===== src/rtl/rai_pkg.sv =====
package rai_pkg;

    typedef enum logic [1:0] {
        RX_HUNT  = 2'd0,
        RX_QUIET = 2'd1,
        RX_ALARM = 2'd2
    } rx_state_e;

    typedef enum logic {
        TX_SEND0 = 1'b0,
        TX_SEND1 = 1'b1
    } tx_state_e;

    typedef enum logic [1:0] {
        SRC_SYS   = 2'd0,
        SRC_FORCE = 2'd1,
        SRC_ZERO  = 2'd2
    } tx_src_e;

endpackage


===== src/rtl/rai_rx_monitor.sv =====
module rai_rx_monitor
    import rai_pkg::*;
#(
    parameter int SW_W  = 8,
    parameter int A_POS = 5
) (
    input  logic            clk,
    input  logic            rst_n,
    input  logic            sw_stb,
    input  logic [SW_W-1:0] sw_byte,
    input  logic            lfa,
    output logic            ra_event
);

    rx_state_e state_q;
    rx_state_e state_d;
    logic      a_bit;

    assign a_bit = sw_byte[A_POS];

    // state register
    always_ff @(posedge clk) begin
        if (!rst_n) begin
            state_q <= RX_HUNT;
        end else begin
            state_q <= state_d;
        end
    end

    // next-state logic
    always_comb begin
        state_d = state_q;
        if (lfa) begin
            state_d = RX_HUNT;
        end else begin
            unique case (state_q)
                RX_HUNT:  state_d = RX_QUIET;
                RX_QUIET: if (sw_stb && a_bit)  state_d = RX_ALARM;
                RX_ALARM: if (sw_stb && !a_bit) state_d = RX_QUIET;
                default:  state_d = RX_HUNT;
            endcase
        end
    end

    // output: one-cycle event on the quiet-to-alarm transition only
    always_comb begin
        ra_event = 1'b0;
        unique case (state_q)
            RX_QUIET: ra_event = sw_stb && a_bit && !lfa;
            RX_HUNT,
            RX_ALARM: ra_event = 1'b0;
            default:  ra_event = 1'b0;
        endcase
    end

endmodule


===== src/rtl/rai_tx_source.sv =====
module rai_tx_source
    import rai_pkg::*;
(
    input  logic clk,
    input  logic rst_n,
    input  logic sw_stb,
    input  logic sys_a,
    input  logic man_rai,
    input  logic auto_rai,
    input  logic lfa,
    input  logic transp,
    output logic a_bit
);

    tx_state_e state_q;
    tx_state_e state_d;
    tx_src_e   src;

    // source selection: transparency first, then manual or automatic alarm
    always_comb begin
        if (transp) begin
            src = SRC_SYS;
        end else if (man_rai || (auto_rai && lfa)) begin
            src = SRC_FORCE;
        end else begin
            src = SRC_ZERO;
        end
    end

    // state register
    always_ff @(posedge clk) begin
        if (!rst_n) begin
            state_q <= TX_SEND0;
        end else begin
            state_q <= state_d;
        end
    end

    // next-state logic: update only on the service-word strobe
    always_comb begin
        state_d = state_q;
        if (sw_stb) begin
            unique case (src)
                SRC_SYS:   state_d = sys_a ? TX_SEND1 : TX_SEND0;
                SRC_FORCE: state_d = TX_SEND1;
                SRC_ZERO:  state_d = TX_SEND0;
                default:   state_d = TX_SEND0;
            endcase
        end
    end

    // output
    always_comb begin
        unique case (state_q)
            TX_SEND1: a_bit = 1'b1;
            TX_SEND0: a_bit = 1'b0;
            default:  a_bit = 1'b0;
        endcase
    end

endmodule


===== src/rtl/rai_irq_latch.sv =====
module rai_irq_latch (
    input  logic clk,
    input  logic rst_n,
    input  logic set_ev,
    input  logic clr,
    output logic flag
);

    // set takes precedence over a simultaneous clear
    always_ff @(posedge clk) begin
        if (!rst_n) begin
            flag <= 1'b0;
        end else if (set_ev) begin
            flag <= 1'b1;
        end else if (clr) begin
            flag <= 1'b0;
        end
    end

endmodule


===== src/rtl/rai_bit_ctrl.sv =====
module rai_bit_ctrl #(
    parameter int SW_W  = 8,
    parameter int A_POS = 5
) (
    input  logic            clk,
    input  logic            rst_n,
    input  logic            rx_sw_stb,
    input  logic [SW_W-1:0] rx_sw_byte,
    input  logic            rx_lfa,
    input  logic            tx_sw_stb,
    input  logic            sys_a_bit,
    input  logic            cfg_man_rai,
    input  logic            cfg_auto_rai,
    input  logic            cfg_transp,
    input  logic            ra_irq_clr,
    output logic            tx_a_bit,
    output logic            ra_irq
);

    logic ra_event;

    rai_rx_monitor #(
        .SW_W  (SW_W),
        .A_POS (A_POS)
    ) rx_mon_i (
        .clk      (clk),
        .rst_n    (rst_n),
        .sw_stb   (rx_sw_stb),
        .sw_byte  (rx_sw_byte),
        .lfa      (rx_lfa),
        .ra_event (ra_event)
    );

    rai_irq_latch irq_i (
        .clk    (clk),
        .rst_n  (rst_n),
        .set_ev (ra_event),
        .clr    (ra_irq_clr),
        .flag   (ra_irq)
    );

    rai_tx_source tx_src_i (
        .clk      (clk),
        .rst_n    (rst_n),
        .sw_stb   (tx_sw_stb),
        .sys_a    (sys_a_bit),
        .man_rai  (cfg_man_rai),
        .auto_rai (cfg_auto_rai),
        .lfa      (rx_lfa),
        .transp   (cfg_transp),
        .a_bit    (tx_a_bit)
    );

endmodule


===== config.mk =====
export PLATFORM = sky130hd
export DESIGN_NAME = rai_bit_ctrl
export DESIGN_NICKNAME = d
export VERILOG_FILES = /design/src/rtl/rai_pkg.sv /design/src/rtl/rai_rx_monitor.sv /design/src/rtl/rai_tx_source.sv /design/src/rtl/rai_irq_latch.sv /design/src/rtl/rai_bit_ctrl.sv
export SDC_FILE = /design/constraint.sdc
export NUM_CORES = 1
export LEC_CHECK = 0
export BUFFER_PORTS_ARGS = -buffer_cell sky130_fd_sc_hd__buf_4
export CAP_MARGIN = 20
export CORE_AREA = 2 2 39 41
export DETAILED_ROUTE_END_ITERATION = 12
export DIE_AREA = 0 0 41 43
export GPL_TIMING_DRIVEN = 0
export PLACE_DENSITY = 0.49
export SLEW_MARGIN = 20
export SYNTH_ARGS = -nofsm -noshare
export SYNTH_HDL_FRONTEND = slang
export SYNTH_SLANG_ARGS = --single-unit

===== constraint.sdc =====
create_clock -name clk -period 3 [get_ports clk]
set_clock_uncertainty 0.1 [all_clocks]
set_input_delay 0.15 -clock clk [delete_from_list [all_inputs] [get_ports clk]]
set_output_delay 0.15 -clock clk [all_outputs]
set_load 0.01 [all_outputs]

Word level (Yosys, flattened, before mapping)
Index checks and enable logic that the tools add are counted.
W data, S select, Z words.
{"block": "totals", "reg_bits": 4, "inputBits": 18, "output_inout_bits": 2, "word_cells": 33}
{"block": "op_classes", "n_eq_ne": 5, "muxes": 11, "bitwise_logic": 2, "n_reduce_logical": 12}
{"cell": "$mux W2", "n": 4}
{"cell": "$pmux W2 S3", "n": 1}
{"cell": "$eq A2 B1 Y1 const B", "n": 2}
{"cell": "$logic_and A1 B1 Y1", "n": 4}
{"cell": "$logic_not A2 Y1", "n": 2}
{"cell": "$mux W1", "n": 4}
{"cell": "$ne A2 B1 Y1 const B", "n": 2}
{"cell": "$pmux W1 S2", "n": 2}
{"cell": "$eq A2 B2 Y1 const B", "n": 1}
{"cell": "$logic_not A1 Y1", "n": 2}
{"cell": "$not A1 Y1", "n": 2}
{"cell": "$reduce_and A2 Y1", "n": 1}
{"cell": "$reduce_bool A2 Y1", "n": 1}
{"cell": "$reduce_or A2 Y1", "n": 1}
{"cell": "$logic_or A1 B1 Y1", "n": 1}

Longest topological paths before layout
{"block": "logic_depth", "word_depth": 6, "ltp_mapped": 3, "depth_no_buf": 3}

Hierarchy
A second synthesis with hierarchy kept.
{"block": "unflattened", "cells_unflattened": 20, "area_unflattened_um2": 205.2}
{"module": "rai_rx_monitor", "instances": 1, "cells_per_inst": 11, "area_each_um2": 103.8, "seq_area_each_um2": 40.0}
{"module": "rai_tx_source", "instances": 1, "cells_per_inst": 6, "area_each_um2": 60.1, "seq_area_each_um2": 20.0}
{"module": "rai_irq_latch", "instances": 1, "cells_per_inst": 3, "area_each_um2": 41.3, "seq_area_each_um2": 20.0}

Worst setup path after synthesis
OpenSTA, ideal clock, no wires.
{"block": "synth_timing", "kind": "register to register", "startpoint": "register rx_mon_i.state_q[1]", "endpoint": "register irq_i.flag", "setup_time_ns": 0.067, "t_arrival_ns": 0.907, "t_required_ns": 2.833, "setup_slack_ns": 1.926, "stages_incl_launch_ff": 3, "path_buffers": 0, "synth_period_minus_slack_ns": 1.074, "cell_sequence": "dfxtp_1 or4b_4 o21ai_2"}
{"block": "synth_between", "elab_chain_len": 3, "elab_cells_between_ends": 4, "classes_between": "eq/ne (1); mux (2); reduce/logical (1)"}
{"element": "from (decl)", "line": "rai_rx_monitor.sv:15", "rtl": "rx_state_e state_q;"}
{"element": "from (signal assigned)", "line": "rai_rx_monitor.sv:26", "rtl": "state_q <= state_d;"}
{"element": "$eq A2 B1 Y1 *", "line": "rai_rx_monitor.sv:48", "rtl": "unique case (state_q)"}
{"element": "$mux W1 *", "line": "rai_rx_monitor.sv:48"}
{"element": "$mux W1 or $reduce_bool A2 Y1 (tied branches)"}
{"element": "to (signal assigned)", "line": "rai_irq_latch.sv:12", "rtl": "flag <= 1'b0;"}
{"element": "to (signal assigned)", "line": "rai_irq_latch.sv:14", "rtl": "flag <= 1'b1;"}
{"element": "to (signal assigned)", "line": "rai_irq_latch.sv:16", "rtl": "flag <= 1'b0;"}
{"element": "to (decl)", "line": "rai_irq_latch.sv:6", "rtl": "output logic flag"}
Every way passes the cells marked *; elsewhere a longest branch is shown, timed or not.
A chain may end at the register's enable or synchronous reset.

Worst setup path in the final report
Same ends and word-level chain as after synthesis.

==> flow_metrics.tcl <==
set metrics [dict create \
    period_share_pct 37.0 \
    timing.rr.end "irq_i.flag$_SDFFE_PN0P_" \
    post_cts_resized 0 \
    ys_seq_area_share_pct 41.6 \
    synth_compound_area_share_pct 21.4 \
    cts_setup_buffers 0 \
    reg2regPathDepth 2 \
    dieArea_um2 1760 \
    synth_edf_count 0 \
    utilization_pct 24.2 \
    synthTopCellsByCount "4 x dfxtp_1, 3 x nand2b_1, 2 x a21oi_1, 2 x nand2_1, 2 x nand3_1" \
    grt_antenna_before_repair 0 \
    antenna_left 0 \
    whs_path_depth 3 \
    cts.sink_count 4 \
    slowest_stage "or4b_4" \
    cts-root-buf "clkbuf_4" \
    worstPathArrival_ns 1.18 \
    synthTopCellsByArea "dfxtp_1 42%, nand2b_1 9.7%, or4b_4 7.1%" \
    status "complete, no violations" \
    grt_pass1_vias 192 \
    worst-path-buf-inv 0 \
    viasPerCell 3.87 \
    drv_slew 0 \
    post-synth-top-area-cell "dfxtp_1" \
    vdd_ir_drop_max_mv 0.157 \
    pwr-share-comb_pct 15.0 \
    synthAdderAreaFrac_pct 0 \
    clkPwrFrac_pct 46.4 \
    fmax_ghz 0.900 \
    cp-end-kind "flop" \
    drc 0 \
    initial_core_util_pct 13.9 \
    synthCells 21 \
    grt_max_degree 6 \
    crit_family "simple AND/OR/NAND/NOR gates" \
    fin_nets 57 \
    wl_per_cell_um 8.02 \
    r2r_start "rx_mon_i.state_q[1]$_SDFFE_PP0P_" \
    clk_latency_ns 0.24 \
    yosys-mux-area-fraction_pct 0 \
    ys_ff_latch 4 \
    intPower_mw 0.115 \
    synth_area_um2 193 \
    grt_pass1_wl_um 703 \
    p_switching_mw 0.0320 \
    core-area_um2 1380 \
    slew_headroom_pct 87.2 \
    n_antenna_cell 0 \
    finalPower_mw 0.147 \
    pin_count 20 \
    power_switching_share_pct 21.8 \
    syn_area_per_cell_um2 9.18 \
    row_count 14 \
    holdCritPathClass "input pin to flop" \
    syn2layout_area_growth_pct 74.0 \
    clock_path_buffers 2 \
    yosys.area_share.simple_pct 37.0 \
    finalWorstPathRequiredPeriod_ns 1.11 \
    reg2reg_slack_ns 1.89 \
    wl_um 425 \
    grt_util_all_layers_pct 6.53 \
    p_leak_nw 0.149 \
    drive_above_1_share_pct 48.6 \
    synth_top_area_share_pct 41.6 \
    yosysWarningCount 0 \
    hold_path.startpoint "cfg_man_rai" \
    yosysMostFrequentCell "dfxtp_1" \
    syn-num-nets 39 \
    synth_ff_type "dfxtp_1" \
    portBuffers 12 \
    firstDrtPassIters 1 \
    synth_xor_xnor_area_share_pct 0 \
    clk_pin_slew_worst_paths_ns 0.04 \
    hold_violations 0 \
    pwr-share-seq_pct 38.6 \
    setup_viol_count_final 0 \
    start_kind "flop" \
    maxCapViolations 0 \
    min_to "tx_src_i.state_q$_SDFFE_PN0P_" \
    p_per_area_nw_per_um2 439 \
    die_height_um 43 \
    max_stage_delay_ns 0.56 \
    rsz0062_at_grt "false" \
    synth_top_family_by_area "simple AND/OR/NAND/NOR gates" \
    htreeDepth 1 \
    vias 205 \
    tightestPinTransition_ns 0.191 \
    drt_iter0_drc 0 \
    cp.required_ns 3.07 \
    setup_tns_ns 0 \
    worstSetupPathType "flop to flop" \
    cts_tree "yes" \
    gp_congestion 0.640 \
    critPathMaxFanout 4 \
    crit_chain "or4b_4, o21ai_2" \
    synthDistinctLibCells 13 \
    numCtsBuffers 3 \
    synthArstFlopShare_pct 0 \
    die_w_um 41 \
    grt_overflow 0 \
]
-- how the worst max path moves through the flow --
stage	startpoint	to	slack, ns	depth (start not counted)
detailed placement	rx_lfa	irq_i.flag$_SDFFE_PN0P_	1.84	4
CTS	rx_mon_i.state_q[1]$_SDFFE_PP0P_	irq_i.flag$_SDFFE_PN0P_	1.88	2
global placement	rx_lfa	irq_i.flag$_SDFFE_PN0P_	1.84	4
global route	rx_mon_i.state_q[1]$_SDFFE_PP0P_	irq_i.flag$_SDFFE_PN0P_	1.86	2
floorplan	rx_mon_i.state_q[1]$_SDFFE_PP0P_	irq_i.flag$_SDFFE_PN0P_	1.93	2
finish	rx_mon_i.state_q[1]$_SDFFE_PP0P_	irq_i.flag$_SDFFE_PN0P_	1.89	2
-- sequential cells by signal (all words and copies together), names as in the netlist --
name              count
tx_src_i.state_q      1
irq_i.flag            1
rx_mon_i.state_q      2
-- placed cells by master, fill, tap and decap left out --
master,instances
buf_4,12
nand3b_1,1
dfxtp_1,4
a21oi_1,2
nor3b_1,1
o21ai_2,1
nand2_2,1
o21ai_1,1
or4b_4,1
nand2b_1,3
nand2_1,2
a211oi_1,1
nand3_1,2
clkbuf_4,3
o21ba_1,1
dlygate4sd3_1,1
-- tightest hold or removal path, stage by stage --
cell	delay [ns]
buf_4	0.08
a211oi_1	0.04
o21ai_1	0.11
-- timing repair --
action	4_1_cts	5_1_grt
hold buffers	1	0
endpoints found under the setup margin	0	0
endpoints found under the hold margin	1	0
-- cell type report --
cell class	instances	area, µm²
repair buffers	13	100
fillers	167	1050
multi-input cells	17	113
well taps	16	20.0
clock buffers	3	22.5
flip-flops and latches	4	80.1
-- cells by family (layout without fill, tap and decap cells) --
group,Yosys count,count (layout)
compound gates,6,6
buf+inv,0,16
flops,4,4
simple gates,11,11
-- per-layer routing --
metal,GRT usage [%],vias to the layer above,wire (µm)
met5,0,-,0
li1,-,108,-
met4,8.00,0,17
met3,3.14,2,31
met1,7.42,86,168
met2,7.50,9,207
-- power groups by stage --
stage                     registers [mW]  clock network (mW)  logic (mW)
after detailed placement          0.0576                   0      0.0215
final                             0.0568              0.0683      0.0221
after global routing              0.0570              0.0755      0.0245
after global placement            0.0577                   0      0.0213
after CTS                         0.0568              0.0729      0.0225
after floorplan                   0.0581                   0     0.00636
-- through the flow --
step	cells	worst slack [ns]	area, µm²	hold WS [ns]
after floorplan	21	1.93	193	0.136
after global placement	49	1.84	303	0.234
after detailed placement	49	1.84	303	0.238
after CTS	53	1.88	335	0.0690
after global routing	53	1.86	335	0.0663
final	53	1.89	335	0.0737
(Power assumes the default switching activity.)
